--- src/rtl/dtx_pkg.sv ---
package dtx_pkg;
  localparam int BYTES_PP = 4;
  localparam int CHAN_N   = 4;
  localparam int CHAN_W   = 8;
  localparam int PIX_W    = CHAN_N * CHAN_W;
  localparam int LANES_N  = 4;

  typedef enum logic [1:0] {
    SCL_NONE = 2'd0,
    SCL_X    = 2'd1,
    SCL_XY   = 2'd2,
    SCL_BAD  = 2'd3
  } scale_e;

  typedef struct packed {
    logic loadCfg;
    logic rdFire;
  } ctrl_strobe_t;
endpackage

--- src/rtl/dtx_ctrl.sv ---
module dtx_ctrl
  import dtx_pkg::*;
#(
  parameter int DIM_W = 8
) (
  input  logic             clk,
  input  logic             rstN,
  input  logic             start,
  input  logic [DIM_W-1:0] cfgWidth,
  input  logic [DIM_W-1:0] cfgHeight,
  input  logic [1:0]       cfgScale,
  input  logic             cfgInTiled,
  input  logic             outFree,
  input  logic             wrIdle,
  input  logic             rdReady,
  output logic             rdValid,
  output logic             busy,
  output logic             done,
  output logic             errFlag,
  output ctrl_strobe_t     strobe,
  output logic [DIM_W-1:0] outW,
  output logic [DIM_W-1:0] outH,
  output logic [DIM_W-1:0] curX,
  output logic [DIM_W-1:0] curY
);
  localparam logic [DIM_W-1:0] ONE = DIM_W'(1);

  typedef enum logic [1:0] {ST_IDLE, ST_RUN, ST_DRAIN} state_e;
  state_e state;

  logic             badMode, startOk, zeroArea, lastX, lastY;
  logic [DIM_W-1:0] nextW, nextH;

  always_comb begin
    badMode  = (cfgScale == SCL_BAD) || (!cfgInTiled && cfgScale != SCL_NONE);
    startOk  = start && (state == ST_IDLE);
    nextW    = (cfgScale != SCL_NONE) ? (cfgWidth >> 1) : cfgWidth;
    nextH    = (cfgScale == SCL_XY) ? (cfgHeight >> 1) : cfgHeight;
    zeroArea = (nextW == '0) || (nextH == '0);
    lastX    = (curX == outW - ONE);
    lastY    = (curY == outH - ONE);
    rdValid  = (state == ST_RUN) && outFree;
    strobe.rdFire  = rdValid && rdReady;
    strobe.loadCfg = startOk && !badMode;
  end

  assign busy = (state != ST_IDLE);

  always_ff @(posedge clk) begin
    if (!rstN) begin
      state   <= ST_IDLE;
      curX    <= '0;
      curY    <= '0;
      outW    <= '0;
      outH    <= '0;
      done    <= 1'b0;
      errFlag <= 1'b0;
    end else begin
      done <= 1'b0;
      case (state)
        ST_IDLE: begin
          if (startOk) begin
            errFlag <= badMode;
            if (!badMode) begin
              outW  <= nextW;
              outH  <= nextH;
              curX  <= '0;
              curY  <= '0;
              state <= zeroArea ? ST_DRAIN : ST_RUN;
            end
          end
        end
        ST_RUN: begin
          if (strobe.rdFire) begin
            if (lastX) begin
              curX <= '0;
              if (lastY) state <= ST_DRAIN;
              else       curY  <= curY + ONE;
            end else begin
              curX <= curX + ONE;
            end
          end
        end
        ST_DRAIN: begin
          if (wrIdle) begin
            done  <= 1'b1;
            state <= ST_IDLE;
          end
        end
        default: state <= ST_IDLE;
      endcase
    end
  end

  AST_BAD_SCALE_REFUSED: assert property (@(posedge clk) disable iff (!rstN)
    (state == ST_IDLE && start && cfgScale == SCL_BAD) |=> (state == ST_IDLE && errFlag));
  AST_LINEAR_SCALE_REFUSED: assert property (@(posedge clk) disable iff (!rstN)
    (state == ST_IDLE && start && !cfgInTiled && cfgScale != SCL_NONE) |=> (state == ST_IDLE && errFlag));
  AST_COORD_IN_RANGE: assert property (@(posedge clk) disable iff (!rstN)
    (state == ST_RUN) |-> (curX < outW && curY < outH));
  AST_DONE_SINGLE: assert property (@(posedge clk) disable iff (!rstN)
    done |=> !done);
  AST_BUSY_IGNORES_START: assert property (@(posedge clk) disable iff (!rstN)
    (busy && start) |=> $stable(errFlag) && $stable(outW) && $stable(outH));
endmodule

--- src/rtl/dtx_datapath.sv ---
module dtx_datapath
  import dtx_pkg::*;
#(
  parameter int ADDR_W = 32,
  parameter int DIM_W  = 8
) (
  input  logic                     clk,
  input  logic                     rstN,
  input  ctrl_strobe_t             strobe,
  input  logic [ADDR_W-1:0]        cfgSrcBase,
  input  logic [ADDR_W-1:0]        cfgDstBase,
  input  logic [DIM_W-1:0]         cfgWidth,
  input  logic [1:0]               cfgScale,
  input  logic                     cfgInTiled,
  input  logic                     cfgOutTiled,
  input  logic [DIM_W-1:0]         outW,
  input  logic [DIM_W-1:0]         curX,
  input  logic [DIM_W-1:0]         curY,
  input  logic [LANES_N*PIX_W-1:0] rdData,
  input  logic                     wrReady,
  output logic [ADDR_W-1:0]        rdAddr,
  output logic                     wrValid,
  output logic [ADDR_W-1:0]        wrAddr,
  output logic [PIX_W-1:0]         wrData,
  output logic                     outFree,
  output logic                     wrIdle
);
  localparam int SUM_W = CHAN_W + 2;

  logic [ADDR_W-1:0] srcBase, dstBase;
  logic [DIM_W-1:0]  inW;
  logic [1:0]        scaleR;
  logic              inTiledR, outTiledR;

  function automatic logic [ADDR_W-1:0] tiledOff(input logic [DIM_W-1:0] x,
                                                 input logic [DIM_W-1:0] y,
                                                 input logic [DIM_W-1:0] w);
    logic [5:0]        idx;
    logic [ADDR_W-1:0] pix;
    idx = {y[2], x[2], y[1], x[1], y[0], x[0]};
    pix = ADDR_W'(idx) + (ADDR_W'(x >> 3) << 6) + ((ADDR_W'(y >> 3) * ADDR_W'(w)) << 3);
    return pix * ADDR_W'(BYTES_PP);
  endfunction

  function automatic logic [ADDR_W-1:0] linearOff(input logic [DIM_W-1:0] x,
                                                  input logic [DIM_W-1:0] y,
                                                  input logic [DIM_W-1:0] w);
    return (ADDR_W'(x) + ADDR_W'(y) * ADDR_W'(w)) * ADDR_W'(BYTES_PP);
  endfunction

  always_ff @(posedge clk) begin
    if (!rstN) begin
      srcBase   <= '0;
      dstBase   <= '0;
      inW       <= '0;
      scaleR    <= SCL_NONE;
      inTiledR  <= 1'b0;
      outTiledR <= 1'b0;
    end else if (strobe.loadCfg) begin
      srcBase   <= cfgSrcBase;
      dstBase   <= cfgDstBase;
      inW       <= cfgWidth;
      scaleR    <= cfgScale;
      inTiledR  <= cfgInTiled;
      outTiledR <= cfgOutTiled;
    end
  end

  logic [DIM_W-1:0]  inX, inY;
  logic [ADDR_W-1:0] dstNext;

  always_comb begin
    inX     = (scaleR != SCL_NONE) ? (curX << 1) : curX;
    inY     = (scaleR == SCL_XY) ? (curY << 1) : curY;
    rdAddr  = srcBase + (inTiledR ? tiledOff(inX, inY, inW) : linearOff(inX, inY, inW));
    dstNext = dstBase + (outTiledR ? tiledOff(curX, curY, outW) : linearOff(curX, curY, outW));
  end

  logic [PIX_W-1:0] avgPix;

  for (genvar c = 0; c < CHAN_N; c++) begin : g_chan
    logic [SUM_W-1:0] pairSum, quadSum;
    assign pairSum = SUM_W'(rdData[0*PIX_W + c*CHAN_W +: CHAN_W])
                   + SUM_W'(rdData[1*PIX_W + c*CHAN_W +: CHAN_W]);
    assign quadSum = pairSum
                   + SUM_W'(rdData[2*PIX_W + c*CHAN_W +: CHAN_W])
                   + SUM_W'(rdData[3*PIX_W + c*CHAN_W +: CHAN_W]);
    assign avgPix[c*CHAN_W +: CHAN_W] =
        (scaleR == SCL_X)  ? pairSum[CHAN_W:1] :
        (scaleR == SCL_XY) ? quadSum[CHAN_W+1:2] :
                             rdData[c*CHAN_W +: CHAN_W];
  end

  always_ff @(posedge clk) begin
    if (!rstN) begin
      wrValid <= 1'b0;
      wrAddr  <= '0;
      wrData  <= '0;
    end else if (strobe.rdFire) begin
      wrValid <= 1'b1;
      wrAddr  <= dstNext;
      wrData  <= avgPix;
    end else if (wrReady) begin
      wrValid <= 1'b0;
    end
  end

  assign outFree = !wrValid || wrReady;
  assign wrIdle  = !wrValid;

  AST_WR_HOLD: assert property (@(posedge clk) disable iff (!rstN)
    (wrValid && !wrReady) |=> (wrValid && $stable(wrAddr) && $stable(wrData)));
  AST_READ_FEEDS_WRITE: assert property (@(posedge clk) disable iff (!rstN)
    strobe.rdFire |=> wrValid);
endmodule

--- src/rtl/dtx_engine.sv ---
module dtx_engine
  import dtx_pkg::*;
#(
  parameter int ADDR_W = 32,
  parameter int DIM_W  = 8
) (
  input  logic                     clk,
  input  logic                     rstN,
  input  logic                     start,
  input  logic [ADDR_W-1:0]        cfgSrcBase,
  input  logic [ADDR_W-1:0]        cfgDstBase,
  input  logic [DIM_W-1:0]         cfgWidth,
  input  logic [DIM_W-1:0]         cfgHeight,
  input  logic [1:0]               cfgScale,
  input  logic                     cfgInTiled,
  input  logic                     cfgOutTiled,
  output logic                     busy,
  output logic                     done,
  output logic                     errFlag,
  output logic                     rdValid,
  input  logic                     rdReady,
  output logic [ADDR_W-1:0]        rdAddr,
  input  logic [LANES_N*PIX_W-1:0] rdData,
  output logic                     wrValid,
  input  logic                     wrReady,
  output logic [ADDR_W-1:0]        wrAddr,
  output logic [PIX_W-1:0]         wrData
);
  ctrl_strobe_t     strobe;
  logic             outFree, wrIdle;
  logic [DIM_W-1:0] outW, outH, curX, curY;

  dtx_ctrl #(.DIM_W(DIM_W)) u_ctrl (
    .clk(clk), .rstN(rstN), .start(start),
    .cfgWidth(cfgWidth), .cfgHeight(cfgHeight), .cfgScale(cfgScale), .cfgInTiled(cfgInTiled),
    .outFree(outFree), .wrIdle(wrIdle), .rdReady(rdReady), .rdValid(rdValid),
    .busy(busy), .done(done), .errFlag(errFlag), .strobe(strobe),
    .outW(outW), .outH(outH), .curX(curX), .curY(curY)
  );

  dtx_datapath #(.ADDR_W(ADDR_W), .DIM_W(DIM_W)) u_dp (
    .clk(clk), .rstN(rstN), .strobe(strobe),
    .cfgSrcBase(cfgSrcBase), .cfgDstBase(cfgDstBase), .cfgWidth(cfgWidth),
    .cfgScale(cfgScale), .cfgInTiled(cfgInTiled), .cfgOutTiled(cfgOutTiled),
    .outW(outW), .curX(curX), .curY(curY), .rdData(rdData), .wrReady(wrReady),
    .rdAddr(rdAddr), .wrValid(wrValid), .wrAddr(wrAddr), .wrData(wrData),
    .outFree(outFree), .wrIdle(wrIdle)
  );
endmodule

--- config.mk ---
export PLATFORM = sky130hd
export DESIGN_NAME = dtx_engine
export DESIGN_NICKNAME = d
export VERILOG_FILES = /design/src/rtl/dtx_pkg.sv /design/src/rtl/dtx_ctrl.sv /design/src/rtl/dtx_datapath.sv /design/src/rtl/dtx_engine.sv
export SDC_FILE = /design/constraint.sdc
export NUM_CORES = 1
export LEC_CHECK = 0
export ABC_AREA = 1
export ABC_CLOCK_PERIOD_IN_PS = 16500
export CORE_MARGIN = 1
export CORE_UTILIZATION = 61
export CTS_CLUSTER_SIZE = 16
export DETAILED_ROUTE_END_ITERATION = 8
export DONT_BUFFER_PORTS = 1
export PLACE_DENSITY_LB_ADDON = 0.15
export SLEW_MARGIN = 10
export SYNTH_ARGS = -nofsm -noshare
export SYNTH_HDL_FRONTEND = slang
export SYNTH_SLANG_ARGS = --single-unit
--- constraint.sdc ---
create_clock -name clk -period 16.5 [get_ports clk]
set_clock_uncertainty 0.15 [all_clocks]
set_input_delay 2.475 -clock clk [delete_from_list [all_inputs] [get_ports clk]]
set_output_delay 2.475 -clock clk [all_outputs]
set_load 0.005 [all_outputs]
# After elaboration in Yosys (flattened, before gate mapping)
# Cells that the tools add are included.
[word_totals]
regBits = 177
input_bits = 217
out_inout_bits = 101
wordCells = 119
[classes]
add_sub_neg = 24
n_mul = 4
eq_ne = 15
muxes = 34
bitwise_logic = 1
n_reduce_logical = 25
[ops]
columns = ["op", "n"]
rows = [
  ["8-bit 2-to-1 mux", 19],
  ["10-bit by 8-bit adder with 10-bit output", 8],
  ["32-bit adder", 2],
  ["32-bit 2-to-1 mux", 2],
  ["30-bit adder", 2],
  ["8-bit by 8-bit adder with 9-bit output", 4],
  ["8-bit by 16-bit adder with 17-bit output", 2],
  ["8-bit by 8-bit multiplier with 16-bit output", 2],
  ["8-bit case mux with 2 select lines", 2],
  ["5-bit by 8-bit multiplier with 13-bit output", 2],
  ["6-bit by 11-bit adder with 12-bit output", 2],
  ["8-bit by 1-bit adder with 8-bit output, second input constant", 2],
  ["8-bit == test", 2],
  ["8-bit zero test", 2],
  ["8-bit by 1-bit subtractor with 8-bit output, second input constant", 2],
  ["2-bit 2-to-1 mux", 7],
  ["6-bit AND reduction", 2],
  ["2-bit nonzero test", 5],
  ["2-bit == test, second input constant", 4],
  ["2-bit inequality test, second input constant", 4],
  ["2-bit by 1-bit inequality test with 1-bit output, second input constant", 3],
  ["2-bit case mux with 3 select lines", 1],
  ["1-bit logical AND", 5],
  ["2-bit by 1-bit == test with 1-bit output, second input constant", 2],
  ["8 further kinds", 15],
]

# Logic depth before layout (Yosys ltp)
[logic_depth]
word_depth = 8
depth_mapped = 41
depth_no_buf = 40

# By module
# From an unflattened synthesis, not the netlist that was laid out.
[hier_totals]
cells_unflattened = 3482
area_unflattened_um2 = 22779.3
[by_module_without_submodules]
columns = ["mod", "instances", "cells_per_inst", "area_per_inst_um2"]
rows = [
  ["dtx_datapath", 1, 3096, 20279.4],
  ["dtx_ctrl", 1, 386, 2499.9],
]

# Least setup slack after synthesis
# Ideal clock, no wire load.
[synth_path]
kind = "reg-to-output"
start = "register u_dp.scaleR[1]"
end = "output rdAddr[26]"
arrival_ns = 6.394
required_time_ns = 13.875
path_slack_ns = 7.481
stages_incl_launch_ff = 37
path_buffers = 1
path_cell_list = "dfxtp_1 -> inv_1 -> nor2_1 -> clkbuf_1 -> o21ai_1 -> nor2_1 -> inv_1 -> fa_1 -> inv_1 -> fa_1 -> inv_1 -> fa_1 -> inv_1 -> ha_1 -> a21oi_1 -> nand2_1 -> xnor2_1 -> inv_1 -> ha_1 -> nand2_1 -> nor3_1 -> nand2_1 -> o211ai_1 -> nand2_1 -> nand2_1 -> nand3_1 -> nor2_1 -> nand2_1 -> nand3_1 -> nand2_1 -> ha_1 -> nand2_1 -> nor4_1 -> nand4_1 -> nand3_1 -> nand4_1 -> xnor2_1"
[synth_via]
elab_chain_cells = 6
word_cells_on_any_way = 11
cone_classes = "4 x add/sub; 2 x mul; 1 x eq/ne; 3 x mux; 1 x reduce/logical"
[synth_rtl]
columns = ["element", "line", "rtl"]
rows = [
  ["start: declaration", "dtx_datapath.sv:32", "logic [1:0] scaleR;"],
  ["start signal: assignment", "dtx_datapath.sv:63", "scaleR <= cfgScale;"],
  ["2-bit == test / 2-bit nonzero test (equally long branches)", "dtx_datapath.sv:74, dtx_datapath.sv:73", ""],
  ["8-bit 2-to-1 mux (on tied branches)", "dtx_datapath.sv:74, dtx_datapath.sv:73", ""],
  ["5-bit by 8-bit multiplier with 13-bit output (tied with other cells)", "dtx_datapath.sv:41", "pix = ADDR_W'(idx) + (ADDR_W'(x >> 3) << 6) + ((ADDR_W'(y >> 3) * ADDR_W'(w)) << 3);"],
  ["30-bit adder / 8-bit by 16-bit adder with 17-bit output (equally long branches)", "dtx_datapath.sv:41, dtx_datapath.sv:48", ""],
  ["32-bit 2-to-1 mux *", "dtx_datapath.sv:75", "rdAddr = srcBase + (inTiledR ? tiledOff(inX, inY, inW) : linearOff(inX, inY, inW));"],
  ["32-bit adder *", "dtx_datapath.sv:75", ""],
  ["end: declaration", "dtx_engine.sv:22", "output logic [ADDR_W-1:0] rdAddr,"],
]
# Mark *: on every way between the ends. The rest lies on a longest branch, timed or not.

# Final worst setup path
# Same ends and word-level chain as after synthesis.

==> run summary <==
GRT Total Usage: 36.7%
CTS tree: built
Worst-margin pin slew: 1.08 ns
DIE WIDTH: 192 um
Commonest register cell after synthesis: dfxtp_1
Port Buffers: 0
Status: complete, no violations
Mapped Nets: 3904
Maximum VDD drop: 0.147 mV
Clock root buffer: clkbuf_16
Synthesized cell area: 22000 um2
Finished Cell Area: 22900 um2
Period Utilization, post-route: 70.5%
Crit path DAT: 9.01 ns
Post-synth EDFFs: 0
Die height: 192 um
Average cell area after synthesis: 6.69 um2
Resized cells post-CTS: 0
PnR worst setup slack: 4.86 ns
DRC Markers: 0
Final Setup Violations: 0
Setup Crit Path Kind: flip-flop to primary output
GR Overflow Total: 0
Clk slew on worst S/H paths: 0.08 ns
Final nets: 3841
Post-DP HPWL: 54300 um
Die area: 36800 um2
Synth unique cells: 49
Dominant cell type by count on the critical path: nand2_1
Global-route wire length before repair: 106000 um
Slowest-stage cell, CP: nor2_4
Max Slew Vio Count: 0
Fin crit period: 11.64 ns
Asr flop ratio synth: 0%
GPL Wtd Cong: 1.02
Worst slack, placed: 5.52 ns
Post-DRT Antenna Nets: 0
Worst-path maximum fanout: 41
Final Core Density: 64.4%
DR vias: 21304
Post-CTS setup buffer count: 0
Synth Register Bits: 177
Worst Path Required: 13.88 ns
Pwr per Cell Area: 81.6 nW/um2
WL/cell: 18.1 um
Fmax: 0.0859 GHz
Placed Area: 22300 um2
Max incr delay on CP: 0.76 ns
Mapped Cells: 3288
Yosys Warn Count: 0
Setup TNS: 0 ns
Vias per inst: 5.76
Rows: 69
Initial DRT Pass Iterations: 6
Routed WL: 66900 um
Number of hold-slack violations in the final timing report: 0
Core Region: 35600 um2
CTS buffer count: 17
Worst-case clock buffer depth: 2
Htree depth: 4
Cts hold-fix bufs: 0
Commonest non-fill, non-tap cell in the layout: nand2_1
Static Leak: 12.3 nW
Startpoint Class: flip-flop
Initial antenna violation count: 1
Layout cells sized above 1: 2.19%
Slew headroom: 28.0%
Starting DRT DRC Count: 1529
Endpoint class of the critical path: primary output
N_diodes: 0
Clk Latency, worst-skew pair: 0.46 ns
# IOs: 318
Number of global-route vias before repair: 20827
Initial core utilization: 61.9%
Post-synthesis sequential area ratio: 16.1%
Pin count of the biggest net entering global routing: 140
Area Growth Syn to Fin: 4.05%
Clock sinks: 177
Most frequent cells in the layout: 658 x nand2_1, 618 x inv_1, 351 x nor2_1
Worst Hold Class: flip-flop to flip-flop
MaxCap Viol Count: 0
RSZ-0062 raised after global routing: false
## final timing paths
kind                                               startpoint  slack [ns]  cells past startpoint                             to
worst max-delay path              u_dp.scaleR[1]$_SDFFE_PN0P_        4.86                     34                     rdAddr[26]
worst min-delay path            u_dp.dstBase[31]$_SDFFE_PN0P_        0.34                      2  u_dp.dstBase[31]$_SDFFE_PN0P_
worst max register to register    u_ctrl.curY[5]$_SDFFE_PN0P_        9.43                     27   u_dp.wrAddr[29]$_SDFFE_PN0P_
worst min register to register  u_dp.dstBase[31]$_SDFFE_PN0P_        0.34                      2  u_dp.dstBase[31]$_SDFFE_PN0P_
## stage by stage
stage          total power (W)  std cells  hold slack (ns)
4_1_cts                0.00186       3698            0.333
6_report               0.00187       3698            0.340
2_1_floorplan          0.00120       3288            0.288
3_5_place_dp           0.00142       3667            0.316
5_1_grt                0.00200       3698            0.358
3_3_place_gp           0.00139       3667            0.312
## critical path: cells and delay by family (launching register included)
kind | cells | cell delay, ns
XOR/XNOR | 2 | 0.35
buffers and inverters | 5 | 0.88
flip-flops | 1 | 0.43
adder cells (fa/ha/maj) | 6 | 2.62
AO/OA/AOI/OAI | 3 | 1.03
AND/OR/NAND/NOR | 18 | 3.22
## cells by family after synthesis
family	after synthesis	share of synthesized area [%]
AND/OR/NAND/NOR	1273	23.8
flip-flops	177	16.1
adder cells (fa/ha/maj)	399	28.1
buffers and inverters	714	12.3
XOR/XNOR	93	3.70
AO/OA/AOI/OAI	632	16.0
## final cells by class
| cell class | instances | area (um2) |
|---|---|---|
| repair buffers | 7 | 52.6 |
| flip-flops and latches | 177 | 3540 |
| inverters | 625 | 2350 |
| fillers | 3308 | 12700 |
| multi-input cells | 2397 | 15800 |
| well taps | 461 | 577 |
| clock inverters | 14 | 186 |
| clock buffers | 17 | 425 |
## synth_stat cells, types with 5 or more instances
cell type / instances / share of area, %
nand2_1: 658 / 11
inv_1: 618 / 11
nor2_1: 352 / 6.0
a21oi_1: 245 / 5.6
o21ai_0: 242 / 5.5
ha_1: 239 / 14
dfxtp_1: 177 / 16
nand3_1: 165 / 3.8
fa_1: 160 / 15
clkbuf_1: 62 / 1.1
xor2_1: 62 / 2.5
o21bai_1: 35 / 1.2
xnor2_1: 31 / 1.2
nand4_1: 30 / 0.85
nor3_1: 29 / 0.66
o211ai_1: 18 / 0.61
buf_2: 17 / 0.39
a211oi_1: 16 / 0.55
a31oi_1: 13 / 0.37
o21a_1: 12 / 0.41
or2_2: 12 / 0.34
o221ai_1: 9 / 0.36
buf_1: 8 / 0.14
o22ai_1: 8 / 0.23
o21ai_1: 7 / 0.16
inv_2: 6 / 0.10
a21boi_0: 5 / 0.17
nor3b_1: 5 / 0.17
nor4_1: 5 / 0.14
## report_power, final
group          total [W]  leakage [nW]  internal [W]  switching, W
Clock           0.000436         0.300      0.000220      0.000215
Combinational   0.000824          10.6      0.000278      0.000547
Sequential      0.000607          1.45      0.000510     0.0000975
## metal layers
layer  vias to the layer above  GRT usage (%)  routed length (um)
li1                      10363              -                   -
met1                      9912           43.3               26400
met4                         2           14.7                2630
met2                       881           62.7               31300
met3                       146           9.94                6510
met5                         -              0                  17
## sequential cells by signal (all words and copies together) (netlist names)
signal	cells
u_ctrl.curX	8
u_ctrl.curY	8
u_ctrl.done	1
u_ctrl.errFlag	1
u_ctrl.outH	8
u_ctrl.outW	8
u_ctrl.state	2
u_dp.dstBase	32
u_dp.inTiledR	1
u_dp.inW	8
u_dp.outTiledR	1
u_dp.scaleR	2
u_dp.srcBase	32
u_dp.wrAddr	32
u_dp.wrData	32
u_dp.wrValid	1
Note: power is estimated with default switching activity, not from simulation.
